## src/rtl/zrun_serial_loader.sv

```systemverilog
module zrun_serial_loader (
  input  logic       clk,
  input  logic       rst_n,
  input  logic       start,
  input  logic       in_valid,
  input  logic [7:0] in_byte,
  output logic       in_ready,
  output logic       sdata,
  output logic       sclk,
  output logic       done
);
  localparam int CNT_W = 11;

  typedef enum logic [2:0] {S_IDLE, S_BYTE, S_COUNT, S_SHIFT, S_DONE} state_t;

  state_t           state;
  logic [7:0]       shreg;
  logic [CNT_W-1:0] bits_left;
  logic             phase;
  logic             take;

  assign in_ready = (state == S_BYTE) || (state == S_COUNT);
  assign take     = in_valid && in_ready;
  assign sclk     = (state == S_SHIFT) && phase;
  assign sdata    = (state == S_SHIFT) && shreg[7];
  assign done     = (state == S_DONE);

  always_ff @(posedge clk or negedge rst_n) begin
    if (!rst_n) begin
      state     <= S_IDLE;
      shreg     <= '0;
      bits_left <= '0;
      phase     <= 1'b0;
    end else if (start) begin
      state     <= S_BYTE;
      shreg     <= '0;
      bits_left <= '0;
      phase     <= 1'b0;
    end else begin
      case (state)
        S_BYTE: if (take) begin
          if (in_byte != 8'd0) begin
            shreg     <= in_byte;
            bits_left <= CNT_W'(8);
            phase     <= 1'b0;
            state     <= S_SHIFT;
          end else begin
            state <= S_COUNT;
          end
        end
        S_COUNT: if (take) begin
          if (in_byte == 8'd0) begin
            state <= S_DONE;
          end else begin
            shreg     <= '0;
            bits_left <= {in_byte, 3'b000};
            phase     <= 1'b0;
            state     <= S_SHIFT;
          end
        end
        S_SHIFT: begin
          phase <= !phase;
          if (phase) begin
            shreg     <= {shreg[6:0], 1'b0};
            bits_left <= bits_left - CNT_W'(1);
            if (bits_left == CNT_W'(1)) state <= S_BYTE;
          end
        end
        default: ;
      endcase
    end
  end
endmodule

```

## config.mk

```make
export PLATFORM = sky130hd
export DESIGN_NAME = zrun_serial_loader
export DESIGN_NICKNAME = d
export VERILOG_FILES = /design/src/rtl/zrun_serial_loader.sv
export SDC_FILE = /design/constraint.sdc
export NUM_CORES = 1
export LEC_CHECK = 0
export ABC_CLOCK_PERIOD_IN_PS = 1700
export BUFFER_PORTS_ARGS = -buffer_cell sky130_fd_sc_hd__buf_2
export CORE_MARGIN = 2
export CORE_UTILIZATION = 30
export CTS_CLUSTER_DIAMETER = 60
export CTS_CLUSTER_SIZE = 20
export DETAILED_ROUTE_END_ITERATION = 7
export GPL_TIMING_DRIVEN = 0
export HOLD_SLACK_MARGIN = 0.12
export PLACE_DENSITY = 0.46
export SETUP_SLACK_MARGIN = 0.4
export SLEW_MARGIN = 30
export SYNTH_ARGS = -nofsm -noshare
export SYNTH_HDL_FRONTEND = slang
export SYNTH_SLANG_ARGS = --single-unit
```

## constraint.sdc

```tcl
create_clock -name clk -period 1.7 [get_ports clk]
set_clock_uncertainty 0.15 [all_clocks]
set_input_delay 0 -clock clk [delete_from_list [all_inputs] [get_ports clk]]
set_output_delay 0 -clock clk [all_outputs]
set_load 0.01 [all_outputs]
```

==> run metrics <==
outcome finished, violations left; failing checks negative hold slack, negative setup slack; Max clock buf depth 2; WL/cell 17.7 µm; vias in the first global route 1524; Ports 16; clock root buffer clkbuf_8; Setup crit end kind flop; vias 1515; ys async rst share 100%; drt pass-1 iters 4; Ys Warns 0; n_diodes 0; multiplexer area fraction after synthesis 11.1%; DRC viols 0; Total GRT Usage 18.3%; number of nets still failing antenna checks after routing 0; Area Growth Syn to Fin 55.1%; dominant cell type by area after synthesis dfrtp_1; largest net degree at the start of global routing 24; VDD IR max 0.599 mV; Seq cells post-synth 23; Port-buffer cells 15; Worst EP required 1710 ps; critical path arrival 1890 ps; final setup fails 21; Placer Congestion 0.862; XOR/XNOR Fraction of Synth Area 0.570%; Worst Hold Class in -> reg; Die H 75.6 µm; Inst Count DP 242; cell area after placement 0.00180 mm²; Avg Vias per Cell 5.43; Final #Nets 224; relative slew slack 64.7%; CTS tree built; Synth area leaders dfrtp_1, mux2_4, o2bb2ai_1; Avg Cell Area, Syn 9.79 µm²; max-slew violations 0; Synth Area in Compound Gates 20.3%; Worst-Margin Slew 527 ps; count of cell types in the netlist 46; initial antenna violation count 0; crit start category flop; Layout fillers 487; Max Fclk 534 MHz; CORE AREA 0.00501 mm²; period utilisation layout 110%; pwr dens 1670 mW/mm²; Final Routed Wirelength 4.94 mm; Core Rows 26; total negative slack -2560 ps; maxcap violations 0; Mapped Area 0.00154 mm²; Max H-tree Level 1; Post-Synth Adder-Cell Area 2.36%; minimum clock period 1870 ps; die area 0.00571 mm²; post-synthesis sequential area ratio 37.4%; DR iter-0 viols 94; final hold vios 5; class of the most critical setup path reg -> reg; Primary FF master, synth dfrtp_1; grt ovf 0; die width 75.6 µm; Final Power 3970 µW; Lkg Pwr 0.00107 µW; Num CTS Buffers 3; share of the synthesized area in the top cell type 37.4%; final hold slack -123 ps; crit-path max FO 5; share of layout cells above drive strength 1 50.2%; HPWL after DPL 3.10 mm; Cells after Synth 157; syn_nets 171; largest family of logic cells by synthesized area simple AND/OR/NAND/NOR gates; number of synthesized flops with an enable pin 0; unrepaired setup endpoints after global routing yes; Clock Pin Slew Worst Setup and Hold Paths 90 ps; first-pass GRT wire length 7.77 mm; post-route cell area 0.00238 mm²; clock sink count 23; post-synthesis simple-gate area fraction 22.9%; latest clock arrival within the worst-skew pair 270 ps; Initial Util 30.7%; Final WS setup -172 ps; Cell Count, Final, Fillers Out 279
==> metal layers <==
layer	share of wire [%]	vias up	routed length, µm	global-route usage, %
met5	0	-	0	0
met4	2.7	0	135	9.36
met3	5.1	13	253	3.44
met2	50	47	2450	29.2
met1	42	743	2100	23.7
li1	-	712	-	-
==> cell type report <==
| type | count | area [µm²] | share of cell area, % |
|---|---|---|---|
| buffer | 11 | 160 | 6.72 |
| clock buffer | 3 | 41.3 | 1.73 |
| clock inverter | 1 | 5.00 | 0.210 |
| inverter | 6 | 22.5 | 0.944 |
| multi-input combinational | 117 | 1080 | 45.3 |
| sequential | 23 | 579 | 24.3 |
| tap | 70 | 87.6 | 3.67 |
| timing repair buffer | 48 | 408 | 17.1 |
==> report_power, final <==
group / internal (µW) / total [µW] / switching [µW]
Clock: 164 / 363 / 198
Sequential: 749 / 962 / 213
Combinational: 1470 / 2650 / 1180
Total: 2380 / 3970 / 1590
==> stage by stage <==
| stage | util, % | worst slack (ps) |
|---|---|---|
| global route | 47.6 | -233 |
| detailed placement | 35.9 | -191 |
| finish | 47.6 | -172 |
| floorplan | - | -115 |
| CTS | 44.6 | -194 |
| global placement | 35.9 | -180 |
==> placed cells by master (no fill, tap or decap), types with 6 or more instances in the layout <==
cell type | netlist | routed
dfrtp_1 | 23 | 20
nand4_1 | 7 | 7
clkbuf_8 | 0 | 7
nor2_1 | 11 | 10
buf_4 | 0 | 19
a22o_1 | 8 | 8
buf_2 | 3 | 13
mux2_4 | 8 | 8
dlygate4sd3_1 | 0 | 6
a21oi_1 | 8 | 6
o2bb2ai_1 | 9 | 6
nand2_1 | 8 | 8
buf_6 | 2 | 11
==> final timing paths <==
kind	start	endpoint	slack (ps)	cells past startpoint
max	state[0]	shreg[1]	-170	6
max reg2reg	state[0]	shreg[1]	-170	6
min reg2reg	bits_left[9]	bits_left[9]	360	1
min in group asynchronous	rst_n	bits_left[6]	70	2
min	in_byte[0]	shreg[0]	-120	3
max in group asynchronous	rst_n	bits_left[3]	940	2
==> registers in the layout, summed over array words and instances, names as in the netlist <==
name and cells:
phase 1, bits_left 11, shreg 8, state 3
==> Yosys cell counts, drive strengths merged, types with 2 or more instances <==
library cell	n
nor2	11
nor3b	2
mux2i	4
clkbuf	6
or3b	2
buf	5
o2bb2ai	9
a22o	8
nand3	4
nor3	2
o21ai	3
mux2	9
nand4	7
dfrtp	23
ha	2
nor4	5
inv	6
a21oi	8
nor2b	4
and3	3
o31ai	2
a31oi	2
or4	4
nand2	8
==> critical path, cell delays in order (launching register included) <==
cell and delay (ps):
dfrtp_1 380, buf_6 130, maj3_2 320, a21o_1 180, and3_4 180, buf_12 140, mux2_4 290
==> cell families after synthesis <==
kind of cell | Yosys count
AND/OR/NAND/NOR | 59
AO/OA/AOI/OAI | 41
flip-flops | 23
buffers and inverters | 17
multiplexers | 13
adder cells (fa/ha/maj) | 3
XOR/XNOR | 1
==> timing repair <==
| action | in CTS | in global routing |
|---|---|---|
| hold buffers | 5 | 2 |
| gates resized for setup | 29 | 15 |
| setup endpoints to repair | 27 | 27 |
| setup buffers | 18 | 6 |
| pin swaps | 13 | 15 |
| hold endpoints to repair | 40 | 12 |
| gates cloned | 2 | 1 |
(Power assumes the default switching activity.)
